===== config.mk =====
export PLATFORM = sky130hd
export DESIGN_NAME = rx_errtrack_fifo
export DESIGN_NICKNAME = d
export VERILOG_FILES = /design/src/rtl/rx_errtrack_pkg.sv /design/src/rtl/rx_errtrack_ctl.sv /design/src/rtl/rx_errtrack_dp.sv /design/src/rtl/rx_errtrack_fifo.sv
export SDC_FILE = /design/constraint.sdc
export NUM_CORES = 1
export LEC_CHECK = 0
export BUFFER_PORTS_ARGS = -buffer_cell sky130_fd_sc_hd__buf_2
export CAP_MARGIN = 20
export CORE_ASPECT_RATIO = 1.25
export CORE_MARGIN = 2
export CORE_UTILIZATION = 63
export DETAILED_ROUTE_END_ITERATION = 12
export PLACE_DENSITY = 0.87
export SLEW_MARGIN = 10
export SYNTH_ARGS = -nofsm -noshare
export SYNTH_HDL_FRONTEND = slang
export SYNTH_SLANG_ARGS = --single-unit

===== constraint.sdc =====
create_clock -name clk -period 4.9 [get_ports clk]
set_input_delay 0.245 -clock clk [delete_from_list [all_inputs] [get_ports clk]]
set_output_delay 0.245 -clock clk [all_outputs]
set_load 0.005 [all_outputs]

===== src/rtl/rx_errtrack_pkg.sv =====
package rx_errtrack_pkg;
  typedef struct packed {
    logic brk;
    logic frm;
    logic par;
  } errFlags_t;

  typedef struct packed {
    logic push;
    logic pop;
    logic clear;
  } fifoCtl_t;
endpackage


===== src/rtl/rx_errtrack_ctl.sv =====
module rx_errtrack_ctl
  import rx_errtrack_pkg::*;
#(
  parameter int DEPTH = 64,
  localparam int CW = $clog2(DEPTH) + 1
) (
  input  logic          clk,
  input  logic          rstN,
  input  logic          fifoClr,
  input  logic          wrEn,
  input  logic          rdEn,
  input  logic          wrFlagged,
  input  logic          headFlagged,
  output fifoCtl_t      ctl,
  output logic [CW-1:0] fillCount,
  output logic          isEmpty,
  output logic          errAnywhere,
  output logic          overrunPulse
);
  logic [CW-1:0] errCount;
  logic          isFull;

  assign isEmpty = (fillCount == '0);
  assign isFull  = (fillCount == CW'(DEPTH));

  always_comb begin
    ctl.clear    = fifoClr;
    ctl.push     = wrEn && !isFull && !fifoClr;
    ctl.pop      = rdEn && !isEmpty && !fifoClr;
    overrunPulse = wrEn && isFull && !fifoClr;
  end

  always_ff @(posedge clk or negedge rstN) begin
    if (!rstN) begin
      fillCount <= '0;
      errCount  <= '0;
    end else if (ctl.clear) begin
      fillCount <= '0;
      errCount  <= '0;
    end else begin
      fillCount <= fillCount + CW'(ctl.push) - CW'(ctl.pop);
      errCount  <= errCount + CW'(ctl.push && wrFlagged)
                            - CW'(ctl.pop && headFlagged);
    end
  end

  assign errAnywhere = (errCount != '0);
endmodule


===== src/rtl/rx_errtrack_dp.sv =====
module rx_errtrack_dp
  import rx_errtrack_pkg::*;
#(
  parameter int DEPTH  = 64,
  parameter int DATA_W = 8,
  localparam int AW = $clog2(DEPTH)
) (
  input  logic              clk,
  input  logic              rstN,
  input  fifoCtl_t          ctl,
  input  logic              isEmpty,
  input  logic [DATA_W-1:0] wrData,
  input  errFlags_t         wrFlags,
  output logic [DATA_W-1:0] rdData,
  output errFlags_t         headFlags,
  output logic              headFlagged
);
  logic [DATA_W-1:0] dataMem [DEPTH];
  errFlags_t         flagMem [DEPTH];
  logic [AW-1:0]     wrPtr;
  logic [AW-1:0]     rdPtr;

  always_ff @(posedge clk) begin
    if (ctl.push) begin
      dataMem[wrPtr] <= wrData;
      flagMem[wrPtr] <= wrFlags;
    end
  end

  always_ff @(posedge clk or negedge rstN) begin
    if (!rstN) begin
      wrPtr <= '0;
      rdPtr <= '0;
    end else if (ctl.clear) begin
      wrPtr <= '0;
      rdPtr <= '0;
    end else begin
      if (ctl.push) wrPtr <= wrPtr + 1'b1;
      if (ctl.pop)  rdPtr <= rdPtr + 1'b1;
    end
  end

  always_comb begin
    rdData      = isEmpty ? '0 : dataMem[rdPtr];
    headFlags   = isEmpty ? '0 : flagMem[rdPtr];
    headFlagged = |headFlags;
  end
endmodule


===== src/rtl/rx_errtrack_fifo.sv =====
module rx_errtrack_fifo
  import rx_errtrack_pkg::*;
#(
  parameter int DEPTH  = 64,
  parameter int DATA_W = 8,
  localparam int CW = $clog2(DEPTH) + 1
) (
  input  logic              clk,
  input  logic              rstN,
  input  logic              fifoClr,
  input  logic              wrEn,
  input  logic [DATA_W-1:0] wrData,
  input  logic [2:0]        wrFlags,
  input  logic              rdEn,
  output logic [DATA_W-1:0] rdData,
  output logic [2:0]        headStatus,
  output logic              errAnywhere,
  output logic              dataReady,
  output logic [CW-1:0]     fillCount,
  output logic              overrunPulse
);
  fifoCtl_t  ctl;
  errFlags_t headFlags;
  logic      headFlagged;
  logic      isEmpty;

  rx_errtrack_ctl #(.DEPTH(DEPTH)) u_ctl (
    .clk(clk), .rstN(rstN), .fifoClr(fifoClr), .wrEn(wrEn), .rdEn(rdEn),
    .wrFlagged(|wrFlags), .headFlagged(headFlagged), .ctl(ctl),
    .fillCount(fillCount), .isEmpty(isEmpty), .errAnywhere(errAnywhere),
    .overrunPulse(overrunPulse)
  );

  rx_errtrack_dp #(.DEPTH(DEPTH), .DATA_W(DATA_W)) u_dp (
    .clk(clk), .rstN(rstN), .ctl(ctl), .isEmpty(isEmpty), .wrData(wrData),
    .wrFlags(errFlags_t'(wrFlags)), .rdData(rdData), .headFlags(headFlags),
    .headFlagged(headFlagged)
  );

  assign headStatus = headFlags;
  assign dataReady  = !isEmpty;
endmodule


==> flow_summary.ini <==
[layout]
multi_input_area_sq_um = 6807
fillers = 2567
nets = 1705
diodes = 0
drive_above_1_share = 0.1756
final_cell_area_sq_um = 32430
syn2layout_area_growth_pct = 10.88
seqCellArea_sq_um = 21800

[setup_path]
slowest_delay_ps = 710
crit_type = register to register
r2r_slack_ps = 300
worstRegToRegCells = 19
worstPathArrival_ps = 5120
cp.buffers_inverters = 4
cpMostUsedCell = a21oi_1
crit_required_ps = 5420
slowest_stage = dfrtp_4
regToRegEndpoint = u_ctl.errCount[6]$_DFF_PN0_
critPathMaxFanout = 27
cp-end-kind = register
crit_chain = buf_12 > buf_4 > mux2i_1 > o221ai_1 > a21oi_1 > nor2_1 > a31oi_1 > a41oi_2 > ha_1 > inv_1 > ha_1 > inv_1 > fa_1 > nand2b_1 > a21oi_1 > o21ai_0 > a21oi_1 > o21ai_0 > a21oi_1
r2r_start = u_dp.rdPtr[0]$_DFFE_PN0P_
start_kind = register
path_delay_family = compound AO/OA/AOI/OAI gates

[sta]
setup_tns_ps = 0
setup_viol = 0
period_share = 0.9384
slew_viol_final = 0
worst_slew_margin_rel = 0.2191
clock.fmax_mhz = 217.5
worst_pin_slew_ps = 1167
fin_skew_ps = 28.44
rsz0062_at_grt = false
period_minus_slack_ps = 4598
finalHoldViolations = 0

[drt]
drtAntennaViolNets = 0
drc_errors = 0
wirelength_um = 70330
dr.pass1.iters = 6
drtIter0Drc = 2291
via_per_inst = 7.049
dr_total_vias = 16249
wl_per_cell_um = 30.51

[clock_tree]
postCtsResizedCells = 0
htreeDepth = 3
cts_tree = built
cts.path.max_buffers = 3
clkSlewWorstSetupHoldPaths_ps = 60
insertion_delay_ps = 610
clock_sinks = 730
cts_buffers = 67
cts-root-buf = clkbuf_16

[logic_synthesis]
synth_top_area_share = 0.7227
netlist_area_sq_um = 29250
ys_seq_elements = 730
synth_fp_nets = 1629
synth-edff-count = 704
synth-seq-area-share = 0.7449
syn_inst = 1591
synthTopCellsByCount = 704 x edfxtp_1, 172 x mux2i_1, 107 x nor2_1
post-synth-top-area-cell = edfxtp_1
synth.most_common_cell = edfxtp_1
ys_types = 54
async_flop_share = 0.03562
synthTopCellsByArea = edfxtp_1 72%, mux4_2 6.6%, mux2i_1 5.9%, o221ai_1 2.3%, dfrtp_1 2.2%
synth_flop_cell = edfxtp_1
syn_area_per_cell_sq_um = 18.39
ys_warn_count = 0

[power]
leakagePower_uw = 0.01036
peakVddDrop_uv = 501.8
power_uw = 15030
powerDensity_nw_per_um2 = 463.5

[floorplan]
die_y_um = 244.9
top_level_ports = 37
die_x_um = 196.7
core.rowCount = 88
start_util = 0.6356
dieArea_sq_um = 48180
core_sq_um = 46020

[flow_run]
drv_cap = 0

[global_route]
grt_overflow = 0
grt_max_degree = 72
gr-usage-all-layers = 0.2935
grt_pass1_wl_um = 103200
grt_pass1_vias = 16120
antenna_found_initial = 0

[placed_design]
io_buffers = 36
dp_hpwl_um = 40470
placed_cell_area_sq_um = 29980
place.gp.congestion = 0.9220

[hold_path]
hp-class = input pin to register
min_from = fifoClr
min_to = u_dp.wrPtr[5]$_DFFE_PN0P_
holdPathStages = 2

[run_status]
outcome = complete, no violations
## final cells by class
| cell class | instances | area share |
|---|---|---|
| flip-flops and latches | 730 | 0.6721 |
| multi-input cells | 736 | 0.2099 |
| clock buffers | 87 | 0.05625 |
| repair buffers | 105 | 0.02519 |
| well taps | 585 | 0.02257 |
| clock inverters | 35 | 0.01092 |
| inverters | 27 | 0.003125 |
## through the flow
step | hold slack [ps] | worst slack, ps | cells | utilization
after floorplan | -50.59 | 1172 | 1591 | -
after global placement | 302.9 | 614.5 | 2154 | 0.6511
after detailed placement | 308.6 | 429.9 | 2156 | 0.6514
after CTS | 9.645 | 352.4 | 2280 | 0.6992
after global routing | 37.75 | 17.38 | 2305 | 0.7047
final | 34.77 | 301.7 | 2305 | 0.7047
## state kept, by name, summed over array words and instances (netlist names)
signal and flops:
u_dp.flagMem 192, u_dp.dataMem 512, u_dp.rdPtr 6, u_ctl.fillCount 7, u_dp.wrPtr 6, u_ctl.errCount 7
## how the worst max path moves through the flow
stage / start / end / cells past startpoint
after floorplan: u_dp.rdPtr[0]$_DFFE_PN0P_ / u_ctl.errCount[6]$_DFF_PN0_ / 19
after CTS: u_dp.rdPtr[0]$_DFFE_PN0P_ / u_ctl.errCount[6]$_DFF_PN0_ / 19
after global placement: u_dp.rdPtr[0]$_DFFE_PN0P_ / u_ctl.errCount[6]$_DFF_PN0_ / 19
after global routing: u_dp.rdPtr[0]$_DFFE_PN0P_ / u_ctl.errCount[6]$_DFF_PN0_ / 19
after detailed placement: u_dp.rdPtr[0]$_DFFE_PN0P_ / u_ctl.errCount[6]$_DFF_PN0_ / 19
final: u_dp.rdPtr[0]$_DFFE_PN0P_ / u_ctl.errCount[6]$_DFF_PN0_ / 19
## cells in the final DEF, fill, tap and decap left out, drive strengths merged, types with 21 or more instances in the layout
cell    count
nor2      107
o22ai      42
edfxtp    704
a21oi      61
clkinv     25
mux4       90
inv        29
buf       103
o221ai     78
clkbuf     87
nor3       22
mux2i     172
a211oi     21
dfrtp      26
## routing by layer
metal  GRT usage  wire [um]
met4      0.1422       4077
met3     0.04974       6718
met1      0.3683      23830
met2      0.5015      35710
met5           0          0
## timing repair
action / in CTS / in global routing
hold endpoints to repair: 27 / 0
buffers inserted: 0 / 0
hold buffers: 2 / 0
## cell families (layout without fill, tap and decap cells)
family / after synthesis / in the layout / synth area share
DFF: 730 / 730 / 0.7449
muxes: 262 / 262 / 0.1287
AOI/OAI and AO/OA: 227 / 227 / 0.05458
and+or+nand+nor: 207 / 207 / 0.03285
buffers and inverters: 125 / 254 / 0.02365
adders and majority gates: 22 / 22 / 0.009923
xor gates and xnor gates: 18 / 18 / 0.005389
## power breakdown
part / total, uW / internal [uW] / switching [uW]
Clock: 5220 / 2970 / 2250
Sequential: 7020 / 6920 / 107
Combinational: 2790 / 1220 / 1570
## worst register-to-register path, stage by stage, from the launching register on
cell      delay, ps
dfrtp_4         710
buf_12          290
buf_4           270
mux2i_1         230
o221ai_1        180
a21oi_1         200
nor2_1           90
a31oi_1         300
a41oi_2         230
ha_1            340
inv_1            80
ha_1            160
inv_1            70
fa_1            430
nand2b_1        160
a21oi_1         180
o21ai_0         130
a21oi_1         190
o21ai_0         100
a21oi_1         150
Note: power is estimated with default switching activity, not from simulation.
